<file path="src/rtl/lfsr_capture_pkg.sv">
package lfsr_capture_pkg;
  typedef enum logic [1:0] {
    SEL_PERIOD  = 2'd0,
    SEL_CAPTURE = 2'd1,
    SEL_NONE    = 2'd2
  } reg_sel_e;

  // Word index of the register port to register select
  function automatic reg_sel_e decode_word(input logic [1:0] word_idx);
    case (word_idx)
      2'd0:    return SEL_PERIOD;
      2'd1:    return SEL_CAPTURE;
      default: return SEL_NONE;
    endcase
  endfunction
endpackage

</file>
<file path="src/rtl/lfsr_gen.sv">
module lfsr_gen #(
  parameter int          W    = 16,
  parameter logic [W-1:0] TAPS = 16'hD008,
  parameter logic [W-1:0] SEED = 16'hACE1
) (
  input  logic         clk,
  input  logic         rst_n,
  output logic [W-1:0] state_q
);
  function automatic logic [W-1:0] step(input logic [W-1:0] s);
    if (s == '0) return SEED;
    return {s[W-2:0], ^(s & TAPS)};
  endfunction

  always_ff @(posedge clk) begin
    if (!rst_n) state_q <= SEED;
    else        state_q <= step(state_q);
  end
endmodule

</file>
<file path="src/rtl/period_timer.sv">
module period_timer #(
  parameter int W     = 32,
  parameter int RST_P = 8000000
) (
  input  logic         clk,
  input  logic         rst_n,
  input  logic [W-1:0] period_in,
  output logic         strobe,
  output logic [W-1:0] cnt_q,
  output logic [W-1:0] limit_q
);
  localparam logic [W-1:0] RST_LIM = (RST_P == 0) ? W'(1) : W'(RST_P);

  // Zero is treated as a one-cycle interval
  function automatic logic [W-1:0] eff_limit(input logic [W-1:0] p);
    return (p == '0) ? W'(1) : p;
  endfunction

  assign strobe = (cnt_q == limit_q - W'(1));

  always_ff @(posedge clk) begin
    if (!rst_n) begin
      cnt_q   <= '0;
      limit_q <= RST_LIM;
    end else if (strobe) begin
      cnt_q   <= '0;
      limit_q <= eff_limit(period_in);
    end else begin
      cnt_q   <= cnt_q + W'(1);
    end
  end
endmodule

</file>
<file path="src/rtl/pause_sync.sv">
module pause_sync #(
  parameter int STAGES = 2
) (
  input  logic clk,
  input  logic rst_n,
  input  logic async_in,
  output logic sync_out
);
  logic [STAGES-1:0] chain_q;

  always_ff @(posedge clk) begin
    if (!rst_n) chain_q <= '0;
    else        chain_q <= {chain_q[STAGES-2:0], async_in};
  end

  assign sync_out = chain_q[STAGES-1];
endmodule

</file>
<file path="src/rtl/lfsr_capture_periph.sv">
module lfsr_capture_periph
  import lfsr_capture_pkg::*;
#(
  parameter int              LFSR_W      = 16,
  parameter logic [LFSR_W-1:0] TAP_MASK  = 16'hD008,
  parameter logic [LFSR_W-1:0] SEED      = 16'hACE1,
  parameter int              PERIOD_W    = 32,
  parameter int              PERIOD_RST  = 8000000,
  parameter int              ADDR_W      = 4,
  parameter int              DATA_W      = 32,
  parameter int              HEX_W       = 7,
  parameter int              LED_W       = 4,
  parameter int              SYNC_STAGES = 2
) (
  input  logic              clk,
  input  logic              rst_n,
  input  logic              pause_btn,
  input  logic              bus_wr_en,
  input  logic [ADDR_W-1:0] bus_addr,
  input  logic [DATA_W-1:0] bus_wdata,
  output logic [DATA_W-1:0] bus_rdata,
  output logic [HEX_W-1:0]  hex_left,
  output logic [HEX_W-1:0]  hex_right,
  output logic [LED_W-1:0]  led_red,
  output logic [LED_W-1:0]  led_green
);
  localparam logic [PERIOD_W-1:0] PERIOD_INIT = PERIOD_W'(PERIOD_RST);

  // Named internal events, also used by the checker
  logic [LFSR_W-1:0]   lfsr_q;
  logic [LFSR_W-1:0]   cap_q;
  logic [PERIOD_W-1:0] period_q;
  logic [PERIOD_W-1:0] cnt_q;
  logic [PERIOD_W-1:0] limit_q;
  logic                cap_strobe;
  logic                pause_s;
  logic                cap_fire;
  reg_sel_e            sel;

  lfsr_gen #(.W(LFSR_W), .TAPS(TAP_MASK), .SEED(SEED)) u_lfsr (
    .clk(clk), .rst_n(rst_n), .state_q(lfsr_q)
  );

  period_timer #(.W(PERIOD_W), .RST_P(PERIOD_RST)) u_timer (
    .clk(clk), .rst_n(rst_n), .period_in(period_q),
    .strobe(cap_strobe), .cnt_q(cnt_q), .limit_q(limit_q)
  );

  pause_sync #(.STAGES(SYNC_STAGES)) u_sync (
    .clk(clk), .rst_n(rst_n), .async_in(pause_btn), .sync_out(pause_s)
  );

  assign cap_fire = cap_strobe && !pause_s;
  assign sel      = decode_word(bus_addr[3:2]);

  always_ff @(posedge clk) begin
    if (!rst_n) begin
      period_q <= PERIOD_INIT;
      cap_q    <= '0;
    end else begin
      if (bus_wr_en && sel == SEL_PERIOD) period_q <= bus_wdata[PERIOD_W-1:0];
      if (cap_fire)                       cap_q    <= lfsr_q;
    end
  end

  always_comb begin
    case (sel)
      SEL_PERIOD:  bus_rdata = DATA_W'(period_q);
      SEL_CAPTURE: bus_rdata = DATA_W'(cap_q);
      default:     bus_rdata = '0;
    endcase
  end

  assign led_red   = cap_q[LFSR_W-1 -: LED_W];
  assign led_green = cap_q[LED_W-1:0];
  assign hex_left  = cap_q[LFSR_W-1 -: HEX_W];
  assign hex_right = cap_q[HEX_W-1:0];
endmodule

</file>
<file path="config.mk">
export PLATFORM = sky130hd
export DESIGN_NAME = lfsr_capture_periph
export DESIGN_NICKNAME = d
export VERILOG_FILES = /design/src/rtl/lfsr_capture_pkg.sv /design/src/rtl/lfsr_gen.sv /design/src/rtl/period_timer.sv /design/src/rtl/pause_sync.sv /design/src/rtl/lfsr_capture_periph.sv
export SDC_FILE = /design/constraint.sdc
export NUM_CORES = 1
export LEC_CHECK = 0
export ABC_CLOCK_PERIOD_IN_PS = 6400
export BUFFER_PORTS_ARGS = -buffer_cell sky130_fd_sc_hd__buf_2
export CORE_UTILIZATION = 50
export DETAILED_ROUTE_END_ITERATION = 8
export HOLD_SLACK_MARGIN = 0.03
export PLACE_DENSITY_LB_ADDON = 0.25
export SYNTH_ARGS = -nofsm -noshare
export SYNTH_HDL_FRONTEND = slang
export SYNTH_SLANG_ARGS = --single-unit
</file>
<file path="constraint.sdc">
create_clock -name clk -period 6.4 [get_ports clk]
set_input_delay 0.64 -clock clk [delete_from_list [all_inputs] [get_ports clk]]
set_output_delay 0.64 -clock clk [all_outputs]
set_load 0.05 [all_outputs]
</file>
==> metrics.cfg, run 1 <==
[run_status]
status = finished clean

[critical_path]
critical_path.top_delay_family = simple AND/OR/NAND/NOR gates
critical-path-slowest-cell = o21ai_2
endpoint_kind = flip-flop
cp-start-kind = flip-flop
required_ns = 6.70
crit_fanout = 21
crit_path_frequent_cell = nand4_1
crit_chain = or4_1, nor4_1, a21o_1, nand4_1, nor4_2, nand4_1, o21ai_2, buf_4, nor2_1
cp_slowest_stage_delay_ns = 0.86
worstPathArrival_ns = 4.91
crit_type = flip-flop to flip-flop
crit_buf_inv = 1

[timing]
slew_headroom_pct = 25.46
fin_crit_sh_pct = 71.95
final_hold_viol_count = 0
fmax_ghz = 0.2172
slew_viol_final = 0
min_period_ns = 4.605
rsz0062_at_grt = no
tightest_slew_ns = 1.118
whs_ns = 0.4245
finalSetupTns_ns = 0
setup_violations = 0
fin_skew_ns = 0.01323

[global_route]
grt-ovfl-total = 0
grt_max_degree = 61
grt_antenna_before_repair = 0
grt_use_total_pct = 25.49
grt_first_pass_wirelength_um = 28860
grt_pass1_vias = 5581

[yosys]
ys_ff_latch = 130
synth_most_common_cell = nand2_1
synth_top_area_cell = dfxtp_1
syn_nets = 909
synth-async-reset-ratio_pct = 0
yosys_warnings = 0
synth.area.top_cells = dfxtp_1, nand2_1, mux2i_1
synth_ff_type = dfxtp_1
syn_area_sq_um = 6895
synth_top_area_share_pct = 37.74
yosys-top-cells-count = nand2_1, dfxtp_1, nor2_1
synth_enable_flop_cells = 0
syn_area_per_cell_sq_um = 7.962
syn_inst = 866
ys_seq_area_share_pct = 37.74
synth.distinct_cells = 58

[cells_and_area]
multi_input_area_sq_um = 3787
syn2layout_area_growth_pct = 13.30
fillers = 1275
fin_util_pct = 58.53
diodes = 0
drive_gt1_share_pct = 15.69
finalNetCount = 948
ff_latch_area_sq_um = 2603
fin_area_sq_um = 7812

[die]
row_count = 42
initial_core_util_pct = 51.66
pin_count = 94
fp.dieH_um = 119.4
die_w_um = 119.4
die_area_sq_um = 14260
core-area_sq_um = 13350

[clocking]
cts_buffer_depth = 2
htreeDepth = 4
path_clk_slew_ns = 0.06
cts-root-buf = clkbuf_16
cts_setup_buffers = 0
cts_sinks = 130
cts_hold_buffers = 0
cts_buffers = 17
cts_resized = 0
cts_tree = yes
clkLatencyLatePin_ns = 0.43

[placed_design]
hpwlAfterDp_um = 12220
io_buffer_count = 91
place_area_sq_um = 7216
gp_congestion = 0.9137

[drt]
wire_per_inst_um = 15.86
vias_per_cell = 5.566
vias = 6089
drt_pre_antenna_iters = 7
drt_iter0_markers = 460
drc = 0
routed_wl_um = 17350
postRouteAntennaNets = 0

[job]
cap_violations = 0

[pwr]
cellPowerDensity_nw_per_um2 = 245.5
p_leak_uw = 0.003097
peakVddDrop_mv = 0.1695

[worst_hold_path]
hp-class = input pin to flip-flop

[cell type report]
cell class	instances	area share, %
inverters	26	1.249
well taps	176	2.819
clock inverters	15	2.194
flip-flops and latches	130	33.31
multi-input cells	632	48.48
repair buffers	98	6.502
clock buffers	17	5.445
[worst paths after layout]
check / startpoint / to / slack, ns / cells past startpoint
worst max-delay path: u_timer.limit_q[2] / u_timer.cnt_q[15] / 1.79 / 9
worst min-delay path: bus_wdata[19] / period_q[19] / 0.42 / 3
worst max register to register: u_timer.limit_q[2] / u_timer.cnt_q[15] / 1.79 / 9
worst min register to register: u_sync.chain_q[0] / u_sync.chain_q[1] / 0.44 / 1
[through the flow]
stage               power [uW]  std cells  setup slack, ns
finish                    1918       1094            1.795
global route              1983       1094            1.422
CTS                       1929       1094            1.855
detailed placement       952.2       1062            1.901
global placement         951.6       1062            1.880
floorplan                920.8        866            3.172
[worst min-delay path, stage by stage]
cell and delay (ns):
buf_2 0.08, nand2_1 0.04, nand3_1 0.06
[per-layer routing]
| metal | vias to the layer above | part of all wire [%] | global-route usage [%] |
|---|---|---|---|
| met5 | - | 0 | 0 |
| met4 | 0 | 1.8 | 9.375 |
| met3 | 25 | 7.0 | 4.885 |
| met2 | 216 | 44 | 37.97 |
| met1 | 2791 | 47 | 36.37 |
| li1 | 3057 | - | - |
[cell usage in the layout (no fill, tap or decap), drive strengths merged, types with 28 or more instances in the layout]
master / count
o21ai: 28
xor2: 36
nor2: 74
mux2i: 41
nand2: 132
nand3: 50
inv: 33
buf: 98
xnor2: 37
dfxtp: 130
a21oi: 49
[cell families (layout without fill, tap and decap cells)]
group                    count (synthesis)  after routing  share of synthesized area (%)
AND/OR/NAND/NOR                        384            384                          27.24
AO/OA/AOI/OAI                          131            131                          11.87
flip-flops                             130            130                          37.74
buffers and inverters                  104            156                          7.385
XOR/XNOR                                73             73                          9.272
multiplexers                            41             41                          5.952
adder cells (fa/ha/maj)                  3              3                         0.5444
[report_power, final]
group          internal (uW)  switching, uW  leakage (uW)  total [uW]
Clock                    584            398      0.000285         982
Sequential               826           17.3       0.00106         843
Combinational           31.6           60.3       0.00176        91.9
[flip-flops by register name, indices dropped and copies added, names as in the netlist]
name	count
cap_q	16
u_timer.cnt_q	32
u_sync.chain_q	2
period_q	32
u_lfsr.state_q	16
u_timer.limit_q	32
Note: power is estimated with default switching activity, not from simulation.
==> run 2, diff against run 1 <==
ABC_CLOCK_PERIOD_IN_PS = 4800   (was 6400)
clock period = 4.8 ns   (was 6.4 ns; I/O delays follow)
==> run 2 against run 1 <==
Net effect: global-route usage increased by 0.12 points; sequential power increased by 33%; largest cell class unchanged; critical path type unchanged; highest routed layer is now met5; worst setup slack got worse by 0.80 ns.
==> metrics.cfg, run 2 (same netlist as run 1, synthesis figures left out) <==
[drt]
postRouteAntennaNets = 0  ; unchanged
vias_per_cell = 5.645  ; was 5.566
routed_wl_um = 17580  ; was 17350 um
drt_iter0_markers = 499  ; was 460
wire_per_inst_um = 16.06  ; was 15.86 um
vias = 6181  ; was 6089
drc = 0  ; unchanged
drt_pre_antenna_iters = 4  ; was 7

[timing]
slew_viol_final = 0  ; unchanged
final_hold_viol_count = 0  ; unchanged
fin_crit_sh_pct = 79.24  ; was 71.95%
fmax_ghz = 0.2629  ; was 0.2172 GHz
min_period_ns = 3.803  ; was 4.605 ns
rsz0062_at_grt = no  ; unchanged
setup_violations = 0  ; unchanged
tightest_slew_ns = 1.088  ; was 1.118 ns
finalSetupTns_ns = 0  ; unchanged
slew_headroom_pct = 27.45  ; was 25.46%
fin_skew_ns = 0.009805  ; was 0.01323 ns

[worst_hold_path]
min_to = period_q[22]  ; was period_q[19]
hp-class = input pin to flip-flop  ; unchanged
hold_start = bus_wdata[22]  ; was bus_wdata[19]
hold_depth = 3  ; unchanged

[die]
die_w_um = 119.4  ; unchanged
row_count = 42  ; unchanged
core-area_sq_um = 13350  ; unchanged
pin_count = 94  ; unchanged
die_area_sq_um = 14260  ; unchanged
fp.dieH_um = 119.4  ; unchanged
initial_core_util_pct = 51.66  ; unchanged

[critical_path]
r2r_end = u_timer.cnt_q[19]  ; was u_timer.cnt_q[15]
crit_fanout = 21  ; unchanged
ff2ff_setup_slack_ns = 1.0  ; was 1.79 ns
endpoint_kind = flip-flop  ; unchanged
crit_buf_inv = 3  ; was 1
rr_worst_depth = 12  ; was 9
required_ns = 5.12  ; was 6.70 ns
critical_path.top_delay_family = simple AND/OR/NAND/NOR gates  ; unchanged
r2r_start = u_timer.limit_q[0]  ; was u_timer.limit_q[2]
crit_chain = inv_1, ha_1, or3b_2, nor4_1, nand3_1, and3_1, a211oi_1, nand4_1, buf_4, o21ai_2, buf_12, nor2_1  ; was or4_1, nor4_1, a21o_1, nand4_1, nor4_2, nand4_1, o21ai_2, buf_4, nor2_1
worstPathArrival_ns = 4.12  ; was 4.91 ns
critical-path-slowest-cell = or3b_2  ; was o21ai_2
cp-start-kind = flip-flop  ; unchanged
crit_type = flip-flop to flip-flop  ; unchanged
cp_slowest_stage_delay_ns = 0.54  ; was 0.86 ns

[clocking]
htreeDepth = 4  ; unchanged
cts_setup_buffers = 0  ; unchanged
cts-root-buf = clkbuf_16  ; unchanged
cts_buffer_depth = 2  ; unchanged
clkLatencyLatePin_ns = 0.43  ; about the same
cts_buffers = 17  ; unchanged
cts_resized = 0  ; unchanged
cts_hold_buffers = 0  ; unchanged
cts_sinks = 130  ; unchanged
cts_tree = yes  ; unchanged
path_clk_slew_ns = 0.06  ; about the same

[run_status]
status = finished clean  ; unchanged

[job]
cap_violations = 0  ; unchanged

[cells_and_area]
final_common_cell = nand2_1  ; unchanged
drive_gt1_share_pct = 15.78  ; was 15.69%
fin_cells = 1095  ; was 1094
diodes = 0  ; unchanged
final_cell_mix = nand2_1, dfxtp_1, buf_2  ; unchanged
finalNetCount = 949  ; was 948
syn2layout_area_growth_pct = 13.52  ; was 13.30%
top_regs = period_q: 32 flops, u_timer.cnt_q: 32 flops, u_timer.limit_q: 32 flops  ; unchanged

[placed_design]
io_buffer_count = 91  ; unchanged
gp_congestion = 0.9241  ; was 0.9137
hpwlAfterDp_um = 12310  ; was 12220 um
dp_cells = 1063  ; was 1062

[global_route]
grt-ovfl-total = 0  ; unchanged
grt_first_pass_wirelength_um = 28700  ; was 28860 um
grt_use_total_pct = 25.61  ; was 25.49%
grt_max_degree = 61  ; unchanged
grt_pass1_vias = 5631  ; was 5581
grt_antenna_before_repair = 1  ; was 0

[pwr]
p_leak_uw = 0.003113  ; was 0.003097 uW
peakVddDrop_mv = 0.2455  ; was 0.1695 mV
cellPowerDensity_nw_per_um2 = 325.3  ; was 245.5 nW/um^2

## run 2: worst min-delay path, cell delays in order
cell and delay (ns):
buf_2 0.07, nand2_1 0.04, nand3_1 0.06
## run 2: power by group
group / leakage [uW] / internal, uW / switching [uW]
combinational: 0.00177 / 43.2 / 81.0
clock: 0.000292 / 784 / 513
sequential: 0.00106 / 1100 / 22.7
## run 2: how the worst max path moves through the flow
stage	start	depth (start not counted)	slack [ns]	endpoint
final	u_timer.limit_q[0]	12	1.0	u_timer.cnt_q[19]
after global routing	u_timer.limit_q[0]	12	0.65	u_timer.cnt_q[28]
after CTS	u_timer.limit_q[0]	12	1.03	u_timer.cnt_q[19]
after detailed placement	u_timer.limit_q[0]	12	1.05	u_timer.cnt_q[28]
after global placement	u_timer.limit_q[0]	12	1.07	u_timer.cnt_q[31]
after floorplan	u_timer.limit_q[0]	13	1.57	u_timer.limit_q[15]
## run 2: per-layer routing
metal / global-route usage (%) / vias up / wire length [um]
met3: 6.226 / 35 / 1227
met5: 0 / - / 10
met4: 10.31 / 2 / 399
met1: 35.80 / 2840 / 8367
li1: - / 3065 / -
met2: 37.61 / 239 / 7576
## run 2: area by class of cell
cell class	count	area, sq um
fillers	1249	5520
clock buffers	18	439.2
repair buffers	99	528.0
multi-input cells	632	3787
well taps	176	220.2
inverters	26	97.59
clock inverters	14	152.6
flip-flops and latches	130	2603
## run 2: per-stage QoR
stage	area, sq um	hold WS, ns	worst slack (ns)	util [%]	power [uW]
2_1_floorplan	6895	0.4119	1.572	-	1228
3_3_place_gp	7236	0.4125	1.075	54.21	1270
3_5_place_dp	7236	0.4364	1.049	54.21	1271
4_1_cts	7828	0.2602	1.026	58.64	2562
5_1_grt	7828	0.2698	0.6530	58.64	2630
6_report	7828	0.2600	0.9966	58.64	2546
==> run 3, diff against run 2 <==
ABC_CLOCK_PERIOD_IN_PS = 3300   (was 4800)
clock period = 3.3 ns   (was 4.8 ns; I/O delays follow)
==> run 3 against run 2 <==
Net effect: core utilization is 2.3 points higher; die area stayed put; worst setup slack worse by 0.83 ns; flip-flop and latch count stayed put; register-to-register slack worse by 0.83 ns; highest routed layer is now met4.
==> metrics.cfg, run 3 (same netlist as run 1, synthesis figures left out) <==
[critical_path]
worstPathArrival_ns = 3.48  ; was 4.12 ns
cp-start-kind = flip-flop  ; unchanged
endpoint_kind = flip-flop  ; unchanged
critical-path-slowest-cell = or4_4  ; was or3b_2
crit_path_frequent_cell = buf_4
cp_slowest_stage_delay_ns = 0.57  ; was 0.54 ns
crit_fanout = 9  ; was 21
required_ns = 3.65  ; was 5.12 ns
crit_chain = or4_4, or3_4, buf_4, a2111oi_2, a31oi_1, nand4b_1, nor4_4, buf_4, and2_4, mux2i_1  ; was inv_1, ha_1, or3b_2, nor4_1, nand3_1, and3_1, a211oi_1, nand4_1, buf_4, o21ai_2, buf_12, nor2_1
crit_type = flip-flop to flip-flop  ; unchanged

[pwr]
peakVddDrop_mv = 0.3521  ; was 0.2455 mV
p_seq_share_pct = 42.6  ; was 44.2%
cellPowerDensity_nw_per_um2 = 471.2  ; was 325.3 nW/um^2
p_int_uw = 2933  ; was 1929 uW
p_sw_share_pct = 23.54  ; was 24.23%
finalPower_uw = 3835  ; was 2546 uW
power_switching_uw = 902.7  ; was 617.1 uW
clkPwrFrac_pct = 52.6  ; was 51.0%
p_leak_uw = 0.003288  ; was 0.003113 uW
pwr-share-comb_pct = 4.8  ; was 4.9%

[timing]
slew_viol_final = 0  ; unchanged
final_hold_viol_count = 0  ; unchanged
tightest_slew_ns = 0.6905  ; was 1.088 ns
whs_ns = 0.1175  ; was 0.2600 ns
min_period_ns = 3.135  ; was 3.803 ns
finalSetupTns_ns = 0  ; unchanged
fin_skew_ns = 0.01122  ; was 0.009805 ns
slew_headroom_pct = 53.54  ; was 27.45%
fmax_ghz = 0.3189  ; was 0.2629 GHz
worst_slack_ns = 0.1646  ; was 0.9966 ns
fin_crit_sh_pct = 95.01  ; was 79.24%
setup_violations = 0  ; unchanged

[drt]
drt_pre_antenna_iters = 5  ; was 4
vias_per_cell = 5.548  ; was 5.645
drc = 0  ; unchanged
drt_iter0_markers = 380  ; was 499
postRouteAntennaNets = 0  ; unchanged
routed_wl_um = 17520  ; was 17580 um
wire_per_inst_um = 15.57  ; was 16.06 um
vias = 6241  ; was 6181

[placed_design]
io_buffer_count = 91  ; unchanged
place_area_sq_um = 7471  ; was 7236 sq um
gp_congestion = 0.9279  ; was 0.9241
dp_slack_ns = 0.1561  ; was 1.049 ns
hpwlAfterDp_um = 12460  ; was 12310 um

[clocking]
cts_tree = yes  ; unchanged
cts-root-buf = clkbuf_16  ; unchanged
clkLatencyLatePin_ns = 0.43  ; about the same
cts_buffer_depth = 2  ; unchanged
htreeDepth = 4  ; unchanged
cts_buffers = 17  ; unchanged
path_clk_slew_ns = 0.06  ; about the same
cts_sinks = 130  ; unchanged
cts_hold_buffers = 0  ; unchanged

[job]
cap_violations = 0  ; unchanged

[global_route]
grt_first_pass_wirelength_um = 28570  ; was 28700 um
grt_use_total_pct = 25.46  ; was 25.61%
grt_pass1_vias = 5440  ; was 5631
grt-ovfl-total = 0  ; unchanged
grt_max_degree = 46  ; was 61
grt_antenna_before_repair = 0  ; was 1

[die]
pin_count = 94  ; unchanged
fp.dieH_um = 119.4  ; unchanged
row_count = 42  ; unchanged
core-area_sq_um = 13350  ; unchanged
initial_core_util_pct = 51.66  ; unchanged
die_area_sq_um = 14260  ; unchanged
die_w_um = 119.4  ; unchanged

[cells_and_area]
top_regs = period_q: 32 flops, u_timer.cnt_q: 32 flops, u_timer.limit_q: 32 flops  ; unchanged
finalNetCount = 979  ; was 949
final_common_cell = nand2_1  ; unchanged
fillers = 1239  ; was 1249
drive_gt1_share_pct = 18.65  ; was 15.78%
ff_latch_area_sq_um = 2603  ; unchanged
fin_area_sq_um = 8140  ; was 7828 sq um
diodes = 0  ; unchanged
syn2layout_area_growth_pct = 18.05  ; was 13.52%
final_cell_mix = nand2_1, dfxtp_1, buf_2  ; unchanged
multi_input_area_sq_um = 3806  ; was 3787 sq um

[run_status]
status = finished clean  ; unchanged

[worst_hold_path]
hp-class = input pin to flip-flop  ; unchanged

-- run 3: changes by cell type in the layout (fill, tap and decap cells not counted), sizes merged --
cell | previous run | this run
clkinv | 6 | 2
buf | 99 | 128
clkinvlp | 1 | 2
and2 | 23 | 24
bufinv | 2 | 3
clkbuf | 18 | 20
-- run 3: stage by stage --
step	util, %	std cells
2_1_floorplan	-	866
4_1_cts	60.73	1123
5_1_grt	60.99	1125
3_3_place_gp	55.97	1091
3_5_place_dp	55.97	1091
6_report	60.99	1125
-- run 3: worst max-delay path: cells and delay by family (launching register included) --
kind | cells | cell delay, ns
and+or+nand+nor | 5 | 1.70
DFF | 1 | 0.31
buffers and inverters | 2 | 0.37
muxes | 1 | 0.20
AOI/OAI and AO/OA | 2 | 0.48
-- run 3: final cells by class --
type	instances	area share, %
multi-input cells	633	46.76
flip-flops and latches	130	31.97
repair buffers	128	9.560
clock buffers	20	5.733
well taps	176	2.705
clock inverters	12	2.075
inverters	26	1.199
-- run 3: power groups by stage --
stage	Sequential [uW]	Clock (uW)	Combinational (uW)
5_1_grt	1640	2120	202
6_report	1640	2020	182
4_1_cts	1630	2050	183
3_5_place_dp	1670	0	182
2_1_floorplan	1660	0	130
3_3_place_gp	1670	0	181
-- run 3: metal layers --
layer	up-vias	wire length, um	global-route usage (%)
li1	3134	-	-
met1	2872	8540	37.26
met2	214	7627	37.61
met3	21	1116	5.077
met4	0	230	7.266
met5	-	0	0
-- run 3: timing repair --
action,CTS,global route
endpoints found under the hold margin,0,0
resized for setup,0,6
endpoints found under the setup margin,0,39
buffers inserted,0,1
-- run 3: path summary, 6_finish.rpt --
| path | from | endpoint | slack [ns] | cells after the start |
|---|---|---|---|---|
| max | u_timer.limit_q[12] | u_timer.limit_q[1] | 0.16 | 10 |
| min reg2reg | u_sync.chain_q[0] | u_sync.chain_q[1] | 0.43 | 1 |
| max reg2reg | u_timer.limit_q[12] | u_timer.limit_q[1] | 0.16 | 10 |
| min | bus_wdata[12] | period_q[12] | 0.12 | 3 |
